==> src/rtl/rbs_pkg.sv <==
package rbs_pkg;

   typedef enum logic [1:0] {
      PH_WAIT,
      PH_FETCH,
      PH_RUN
   } phase_e;

   typedef enum logic [2:0] {
      FS_IDLE,
      FS_MODE,
      FS_HI,
      FS_LO,
      FS_LAST
   } fstep_e;

   localparam int TAP_COUNT = 4;

   // timebase bit whose second toggle marks 2^(exp0 + 2*sel) clocks
   function automatic int tap_index(input int exp0, input int sel);
      return exp0 - 1 + 2 * sel;
   endfunction

endpackage

==> src/rtl/rbs_sync.sv <==
module rbs_sync #(
   parameter int STAGES = 2
) (
   input  logic clk,
   input  logic arst_n,
   output logic pin_ok
);

   logic [STAGES-1:0] chain_q;

   always_ff @(posedge clk or negedge arst_n) begin
      if (!arst_n) chain_q <= '0;
      else         chain_q <= {chain_q[STAGES-2:0], 1'b1};
   end

   assign pin_ok = chain_q[STAGES-1];

endmodule

==> src/rtl/rbs_stab.sv <==
module rbs_stab #(
   parameter int HAS_POR   = 1,
   parameter int STAB_EXP0 = 12
) (
   input  logic       clk,
   input  logic       por_i,
   input  logic       restart,
   input  logic [1:0] sel,
   output logic       done
);
   import rbs_pkg::*;

   localparam int TB_W = tap_index(STAB_EXP0, TAP_COUNT - 1) + 1;

   generate
      if (HAS_POR != 0) begin : g_tb
         logic [TB_W-1:0]      tb_q;
         logic [TAP_COUNT-1:0] cand;
         logic                 tap;
         logic                 prev_q;
         logic [1:0]           tog_q;

         // free-running divider, only power-on clears it
         always_ff @(posedge clk or posedge por_i) begin
            if (por_i) tb_q <= '0;
            else       tb_q <= tb_q + TB_W'(1);
         end

         for (genvar i = 0; i < TAP_COUNT; i++) begin : g_tap
            assign cand[i] = tb_q[tap_index(STAB_EXP0, i)];
         end

         assign tap = cand[sel];

         always_ff @(posedge clk or posedge por_i) begin
            if (por_i) begin
               prev_q <= 1'b0;
               tog_q  <= 2'd0;
            end else if (restart) begin
               prev_q <= tap;
               tog_q  <= 2'd0;
            end else begin
               prev_q <= tap;
               if ((tap != prev_q) && (tog_q != 2'd2)) tog_q <= tog_q + 2'd1;
            end
         end

         assign done = (tog_q == 2'd2);
      end else begin : g_none
         assign done = 1'b1;
      end
   endgenerate

endmodule

==> src/rtl/rbs_fetch.sv <==
module rbs_fetch #(
   parameter int               DATA_W     = 8,
   parameter int               ADDR_W     = 16,
   parameter logic [ADDR_W-1:0] MODE_ADDR = 16'hFFFD,
   parameter logic [DATA_W-1:0] LEGAL_MODE = '0
) (
   input  logic              clk,
   input  logic              arst_n,
   input  logic              go,
   input  logic [DATA_W-1:0] rd_data_i,
   output logic              rd_en_o,
   output logic [ADDR_W-1:0] rd_addr_o,
   output logic [ADDR_W-1:0] start_addr_o,
   output logic              mode_bad,
   output logic              last
);
   import rbs_pkg::*;

   fstep_e            step_q;
   logic [DATA_W-1:0] hi_q;
   logic [1:0]        ofs;

   always_ff @(posedge clk or negedge arst_n) begin
      if (!arst_n) step_q <= FS_IDLE;
      else begin
         unique case (step_q)
            FS_IDLE: if (go) step_q <= FS_MODE;
            FS_MODE: step_q <= FS_HI;
            FS_HI:   step_q <= FS_LO;
            FS_LO:   step_q <= FS_LAST;
            default: step_q <= FS_IDLE;
         endcase
      end
   end

   always_comb begin
      unique case (step_q)
         FS_HI:   ofs = 2'd1;
         FS_LO:   ofs = 2'd2;
         default: ofs = 2'd0;
      endcase
   end

   assign rd_en_o   = (step_q == FS_MODE) || (step_q == FS_HI) || (step_q == FS_LO);
   assign rd_addr_o = MODE_ADDR + ADDR_W'(ofs);

   // data lags its request by one cycle
   assign mode_bad = (step_q == FS_HI) && (rd_data_i != LEGAL_MODE);
   assign last     = (step_q == FS_LAST);

   always_ff @(posedge clk or negedge arst_n) begin
      if (!arst_n) begin
         hi_q         <= '0;
         start_addr_o <= '0;
      end else begin
         if (step_q == FS_LO)   hi_q         <= rd_data_i;
         if (step_q == FS_LAST) start_addr_o <= {hi_q, rd_data_i};
      end
   end

endmodule

==> src/rtl/rst_boot_seq.sv <==
module rst_boot_seq #(
   parameter int                DATA_W      = 8,
   parameter int                ADDR_W      = 16,
   parameter logic [ADDR_W-1:0] MODE_ADDR   = 16'hFFFD,
   parameter logic [DATA_W-1:0] LEGAL_MODE  = '0,
   parameter int                HAS_POR     = 1,
   parameter int                STAB_EXP0   = 12,
   parameter int                SYNC_STAGES = 2
) (
   input  logic              clk,
   input  logic              por_i,
   input  logic              ext_rst_n,
   input  logic              stop_mode_i,
   input  logic [1:0]        stab_sel_i,
   input  logic              mode_pin_i,
   output logic              rd_en_o,
   output logic [ADDR_W-1:0] rd_addr_o,
   input  logic [DATA_W-1:0] rd_data_i,
   output logic [ADDR_W-1:0] start_addr_o,
   output logic              fetch_src_o,
   output logic              cpu_run_o,
   output logic              mode_error_o
);
   import rbs_pkg::*;

   localparam logic POR_STAB = (HAS_POR != 0);

   if (ADDR_W != 2 * DATA_W) begin : g_bad_width
      $error("ADDR_W must be twice DATA_W");
   end
   if (STAB_EXP0 < 1) begin : g_bad_exp
      $error("STAB_EXP0 must be at least 1");
   end
   if (SYNC_STAGES < 2) begin : g_bad_sync
      $error("SYNC_STAGES must be at least 2");
   end
   if ({1'b0, MODE_ADDR} + (ADDR_W + 1)'(2) > {1'b0, {ADDR_W{1'b1}}}) begin : g_bad_addr
      $error("MODE_ADDR leaves no room for the two vector bytes");
   end

   logic   arst_n;
   logic   pin_ok;
   logic   ext_hold;
   logic   ext_hold_q;
   logic   stop_entry;
   logic   stab_done;
   logic   need_stab_q;
   logic   go;
   logic   mode_bad;
   logic   last;
   phase_e phase_q;

   // either source pulls reset at once; release goes through the synchronizer
   assign arst_n = ext_rst_n & ~por_i;

   rbs_sync #(.STAGES(SYNC_STAGES)) u_sync (
      .clk    (clk),
      .arst_n (arst_n),
      .pin_ok (pin_ok)
   );

   assign ext_hold = ~pin_ok;

   always_ff @(posedge clk or posedge por_i) begin
      if (por_i) ext_hold_q <= 1'b1;
      else       ext_hold_q <= ext_hold;
   end

   assign stop_entry = POR_STAB & ext_hold & ~ext_hold_q & stop_mode_i;

   rbs_stab #(.HAS_POR(HAS_POR), .STAB_EXP0(STAB_EXP0)) u_stab (
      .clk     (clk),
      .por_i   (por_i),
      .restart (stop_entry),
      .sel     (stab_sel_i),
      .done    (stab_done)
   );

   always_ff @(posedge clk or posedge por_i) begin
      if (por_i)           need_stab_q <= POR_STAB;
      else if (stop_entry) need_stab_q <= 1'b1;
      else if (go)         need_stab_q <= 1'b0;
   end

   assign go = (phase_q == PH_WAIT) && !ext_hold && (!need_stab_q || stab_done);

   always_ff @(posedge clk or negedge arst_n) begin
      if (!arst_n) phase_q <= PH_WAIT;
      else begin
         unique case (phase_q)
            PH_WAIT:  if (go)   phase_q <= PH_FETCH;
            PH_FETCH: if (last) phase_q <= PH_RUN;
            default:            phase_q <= PH_RUN;
         endcase
      end
   end

   rbs_fetch #(
      .DATA_W     (DATA_W),
      .ADDR_W     (ADDR_W),
      .MODE_ADDR  (MODE_ADDR),
      .LEGAL_MODE (LEGAL_MODE)
   ) u_fetch (
      .clk          (clk),
      .arst_n       (arst_n),
      .go           (go),
      .rd_data_i    (rd_data_i),
      .rd_en_o      (rd_en_o),
      .rd_addr_o    (rd_addr_o),
      .start_addr_o (start_addr_o),
      .mode_bad     (mode_bad),
      .last         (last)
   );

   always_ff @(posedge clk or posedge por_i) begin
      if (por_i)         mode_error_o <= 1'b0;
      else if (mode_bad) mode_error_o <= 1'b1;
   end

   always_ff @(posedge clk or posedge por_i) begin
      if (por_i)                   fetch_src_o <= 1'b0;
      else if (phase_q == PH_WAIT) fetch_src_o <= mode_pin_i;
   end

   assign cpu_run_o = (phase_q == PH_RUN);

endmodule

==> config.mk <==
export PLATFORM = sky130hd
export DESIGN_NAME = rst_boot_seq
export DESIGN_NICKNAME = d
export VERILOG_FILES = /design/src/rtl/rbs_pkg.sv /design/src/rtl/rbs_sync.sv /design/src/rtl/rbs_stab.sv /design/src/rtl/rbs_fetch.sv /design/src/rtl/rst_boot_seq.sv
export SDC_FILE = /design/constraint.sdc
export NUM_CORES = 1
export LEC_CHECK = 0
export CORE_ASPECT_RATIO = 0.7
export CORE_MARGIN = 1
export CORE_UTILIZATION = 46
export DETAILED_ROUTE_END_ITERATION = 10
export PLACE_DENSITY = 0.76
export SYNTH_ARGS = -nofsm -noshare
export SYNTH_HDL_FRONTEND = slang
export SYNTH_SLANG_ARGS = --single-unit
==> constraint.sdc <==
create_clock -name clk -period 2.2 [get_ports clk]
set_input_delay 0.44 -clock clk [delete_from_list [all_inputs] [get_ports clk]]
set_output_delay 0.44 -clock clk [all_outputs]
set_load 0.005 [all_outputs]
# [After elaboration in Yosys (flattened, before gate mapping)]
# Index checks and enable logic that the tools add are counted.
# Widths: inputs -> output; s select.
[classes] n_addsub=3 n_mul=0 div_mod_pow=0 n_lt_le_gt_ge=1 n_eq_ne=12 shifts=0 mux=12 bitwise=6 n_reduce_logical=14
[op_table] op="$add 18x1->18 const B" count=1
[op_table] op="$pmux 3 s4" count=1
[op_table] op="$mux 2" count=4
[op_table] op="$ne 2x2->1 const B" count=4
[op_table] op="$pmux 2 s2" count=2
[op_table] op="$reduce_bool 8->1" count=1
[op_table] op="$eq 3x2->1 const B" count=2
[op_table] op="$add 3x3->4 const A" count=1
[op_table] op="$eq 2x2->1 const B" count=2
[op_table] op="$logic_and 1x1->1" count=4
[op_table] op="$reduce_bool 2->1" count=2
[op_table] op="$and 1x1->1" count=3
[op_table] op="$eq 3x1->1 const B" count=1
[op_table] op="$eq 3x3->1 const B" count=1
[op_table] op="$logic_not 3->1" count=1
[op_table] op="$logic_or 1x1->1" count=3
[op_table] op="$lt 2x3->1 const B" count=1
[op_table] op="$mux 1" count=3
[op_table] op="$mux 3" count=1
[op_table] op="$not 1->1" count=3
[op_table] op="$add 2x1->2 const B" count=1
[op_table] op="$bmux 1 s2" count=1
[op_table] op="$eq 2x1->1 const B" count=1
[op_table] op="$logic_not 2->1" count=1
[op_table] op="other kinds (3)" count=3
[totals] ff_bits=56 latch_bits=0 ramBits=0 mem_bits_ro=0 out_inout_bits=36 mem_count=0

# [Longest topological paths before layout]
[depth] word_depth=6 ltp_mapped=6 depth_no_buf=6

# [Modules after synthesis]
# A second synthesis with hierarchy kept.
[hier_totals] hier_cells=188 hier_area_um2=2511.2
[modules_own_cells] mod="rbs_fetch" n_inst=1 cells_each=88 area_each_um2=1262.5
[modules_own_cells] mod="rbs_stab" n_inst=1 cells_each=76 area_each_um2=925.9
[modules_own_cells] mod="rst_boot_seq" n_inst=1 cells_each=21 area_each_um2=269.0
[modules_own_cells] mod="rbs_sync" n_inst=1 cells_each=3 area_each_um2=53.8

# [Least setup slack after synthesis]
# OpenSTA, ideal clock, no wires.
[synth_path] path_kind="register to register" startpoint="register u_fetch.step_q[0]" endpoint="register u_fetch.start_addr_o[0]" t_arrival_ns=1.225 required_time_ns=2.075 slack_ns=0.850 path_stages_with_launch=6 path_buffers=2 period_less_slack_ns=1.350 path_cell_list="dfrtp_1 -> nor2_2 -> and2_4 -> buf_6 -> buf_12 -> mux2_4"
[synth_via] elab_chain_cells=1
[synth_rtl] element="start: declaration" line_no="rbs_fetch.sv:19" rtl="fstep_e step_q;"
[synth_rtl] element="start signal: assignment" line_no="rbs_fetch.sv:24" rtl="if (!arst_n) step_q <= FS_IDLE;"
[synth_rtl] element="start signal: assignment" line_no="rbs_fetch.sv:27" rtl="FS_IDLE: if (go) step_q <= FS_MODE;"
[synth_rtl] element="start signal: assignment" line_no="rbs_fetch.sv:28" rtl="FS_MODE: step_q <= FS_HI;"
[synth_rtl] element="$eq 3x3->1" line_no="rbs_fetch.sv:57" rtl="if (step_q == FS_LAST) start_addr_o <= {hi_q, rd_data_i};"
[synth_rtl] element="end signal: assignment" line_no="rbs_fetch.sv:57"
[synth_rtl] element="end: declaration" line_no="rbs_fetch.sv:13" rtl="output logic [ADDR_W-1:0] start_addr_o,"
# No other way between the ends.
# A chain may end at the register's enable or synchronous reset.

# [Worst setup path after layout]
[layout_path] startpoint="register u_fetch.step_q[2]" endpoint="output port rd_addr_o[0]"
[layout_via] elab_chain_cells=3 elab_cells_between_ends=4
[layout_rtl] element="$eq 3x2->1" line_no="rbs_fetch.sv:37" rtl="unique case (step_q)"
[layout_rtl] element="$pmux 2 s2 *" line_no="rbs_fetch.sv:37"
[layout_rtl] element="$add 3x3->4 *" line_no="rbs_fetch.sv:45" rtl="assign rd_addr_o = MODE_ADDR + ADDR_W'(ofs);"
[layout_rtl] element="end: declaration" line_no="rst_boot_seq.sv:17" rtl="output logic [ADDR_W-1:0] rd_addr_o,"
# Every way passes the cells marked *; elsewhere a longest branch is shown, timed or not.

==> qor.txt <==
Via count - 1,406
Crit path launch type - flip-flop
Sequential-to-total area share from yosys stat - 57.07%
Fin. max-slew vios - 0
Final TNS setup - 0 ns
Clock Skew - 0.01572 ns
IO buf count - 36
Total Routing Usage GR - 15.18%
Reg2reg path depth - 6
Post-synth EDFFs - 0
CP endpoint kind - primary output
First-pass DRT Iterations - 4
Post-CTS Hold Buffers - 0
DRT iter0 DRCs - 63
M1 WL - 2063 um
DRC Markers - 0
Setup Fix Bufs, Post-CTS - 0
Layout area overhead - 19.99%
Ys async rst share - 100.0%
Clock insertion delay at the later pin of the skew report - 0.30 ns
CP Data Arrival Time - 1.63 ns
Routed WL - 3804 um
Syn Area/Cell - 13.37 sq um
Global route total overflow - 0
Count of final hold-check violations - 0
Max Freq - 482.6 MHz
Clock tree buffer depth - 2
YS warnings - 0
DPL Wire Length - 2748 um
Number of CTS-inserted buffers - 5
FF-to-FF End - u_stab.g_tb.tog_q[1]
HP Start - u_sync.chain_q[0]
Final ANT Viol Nets - 0
Req. time, crit path - 1.76 ns
Crit path kind - flip-flop to primary output
Outcome - complete, no violations
Drt wl/cell - 12.81 um
Core ar. - 0.004966 sq mm
WL met2 - 1562 um
Synth Register Bits - 56
CTS Root Buffer Type - clkbuf_8
Global-route wire length before repair - 6575 um
CP Max Fanout - 6
Vias per cell - 4.734
Leak pwr - 1.354 nW
Synthesized instance count - 184
Worst r2r src - u_stab.g_tb.tog_q[0]
Most common cell after layout, fill and taps aside - dfrtp_1
IO Count - 51
Largest net degree at the start of global routing - 32
Die height - 63.18 um
Hold/Removal Path Class - flip-flop to flip-flop
Hold Crit Depth - 0
Layout cells sized above 1 - 20.61%
Fin util - 59.44%
Pwr/cell area - 1077 mW/mm^2
Min cycle time layout - 2.072 ns
Max VDD drop - 0.0006572 V
Synth unique cells - 38
Die width - 89.41 um
Final hold slack - 0.3649 ns
Gp weighted congestion - 0.7840
Main synth FF type - dfrtp_1
Crit share post-route - 94.18%
Worst reg2reg setup slack - 0.71 ns
Vias in the first global route - 1,381
Num rows - 21
Filler Cell Count - 406
Final #Nets - 244
Die area - 0.005649 sq mm
WHS Endpoint - u_sync.chain_q[1]
Highest routing layer actually used - met4
PostCTS Resize Cnt - 0
Setup violations, final - 0
Most frequent cells in the layout - dfrtp_1 (54), clkdlybuf4s50_1 (36), mux2_2 (17)
H-tree depth - 2
Reg clk slew, reported paths - 0.10 ns
Initial Util - 49.53%
Clk sinks - 56
Synth Cell Area - 0.002460 sq mm
Initial antenna violation count - 0
Max Cap Viol - 0
Ant diodes - 0
CTS tree - done
DR WL met3 - 142 um
RSZ-0062 raised after global routing - false
## metal layers
| metal | track usage [%] | vias to the layer above |
|---|---|---|
| met5 | 0 | - |
| li1 | - | 688 |
| met2 | 20.80 | 33 |
| met1 | 23.98 | 683 |
| met4 | 4.167 | 0 |
| met3 | 3.408 | 2 |
## logic make-up after synthesis
kind of cell             after synthesis  synth area share [%]
AND/OR/NAND/NOR                       47                 12.11
AO/OA/AOI/OAI                          9                 2.442
adder cells (fa/ha/maj)                2                 1.017
buffers and inverters                 22                 6.460
other                                  1                0.1524
multiplexers                          30                 14.70
XOR/XNOR                              17                 6.053
flip-flops                            56                 57.07
## flip-flops by register name (all words and copies together), names as in the netlist
| register | cells |
|---|---|
| ext_hold_q | 1 |
| fetch_src_o | 1 |
| mode_error_o | 1 |
| need_stab_q | 1 |
| phase_q | 2 |
| u_fetch.hi_q | 8 |
| u_fetch.start_addr_o | 16 |
| u_fetch.step_q | 3 |
| u_stab.g_tb.prev_q | 1 |
| u_stab.g_tb.tb_q | 18 |
| u_stab.g_tb.tog_q | 2 |
| u_sync.chain_q | 2 |
## worst max-delay path by stage
| stage | cells past startpoint | slack, ns | end | start |
|---|---|---|---|---|
| 3_3_place_gp | 5 | 0.30 | u_stab.g_tb.tog_q[1] | stab_sel_i[1] |
| 4_1_cts | 2 | 0.13 | rd_addr_o[0] | u_fetch.step_q[2] |
| 5_1_grt | 2 | 0.07 | rd_addr_o[0] | u_fetch.step_q[2] |
| 3_5_place_dp | 5 | 0.24 | u_stab.g_tb.tog_q[1] | stab_sel_i[1] |
| 2_1_floorplan | 1 | 0.77 | phase_q[0] | ext_rst_n |
| 6_report | 2 | 0.13 | rd_addr_o[0] | u_fetch.step_q[2] |
## synth_stat cells (2+ instances only)
cell type | n | area, sq um
ha_1 | 2 | 25.02
nor2_1 | 6 | 22.52
mux2_2 | 17 | 191.4
a21o_1 | 4 | 30.03
xor2_1 | 4 | 35.03
buf_4 | 14 | 105.1
nand2_1 | 7 | 26.28
nand3_1 | 9 | 45.04
dfrtp_1 | 54 | 1351
inv_1 | 6 | 22.52
nor2b_1 | 2 | 12.51
mux2_4 | 8 | 120.1
dfstp_2 | 2 | 52.55
or4_1 | 2 | 15.01
nor3b_1 | 3 | 22.52
and4_1 | 2 | 17.52
mux2i_1 | 5 | 50.05
and3_2 | 3 | 22.52
nand2b_1 | 2 | 12.51
a21oi_1 | 2 | 10.01
xnor2_1 | 13 | 113.9
## through the flow
| stage | setup slack (ns) | total power (W) | instance area, sq um | cells |
|---|---|---|---|---|
| global route | 0.06961 | 0.003373 | 2952 | 297 |
| CTS | 0.1274 | 0.003213 | 2952 | 297 |
| floorplan | 0.7661 | 0.002041 | 2515 | 198 |
| global placement | 0.3046 | 0.002517 | 2840 | 289 |
| detailed placement | 0.2358 | 0.002539 | 2840 | 289 |
| finish | 0.1279 | 0.003179 | 2952 | 297 |
## power by group
group          switching (W)  internal, W
clock network       0.000326     0.000344
logic               0.000319     0.000698
registers           0.000170      0.00132
total               0.000815      0.00236
## final cells by class
type	count	area, sq um	area share, %
flip-flops and latches	56	1404	47.56
well taps	69	86.33	2.925
inverters	6	22.52	0.7630
clock inverters	2	38.79	1.314
clock buffers	6	72.57	2.459
repair buffers	38	375.4	12.72
multi-input cells	120	952.2	32.26
## critical path: stages (launching register included)
cell and delay, ns:
dfrtp_1 0.44, or3_1 0.42, clkdlybuf4s50_1 0.46
Note: power is estimated with default switching activity, not from simulation.
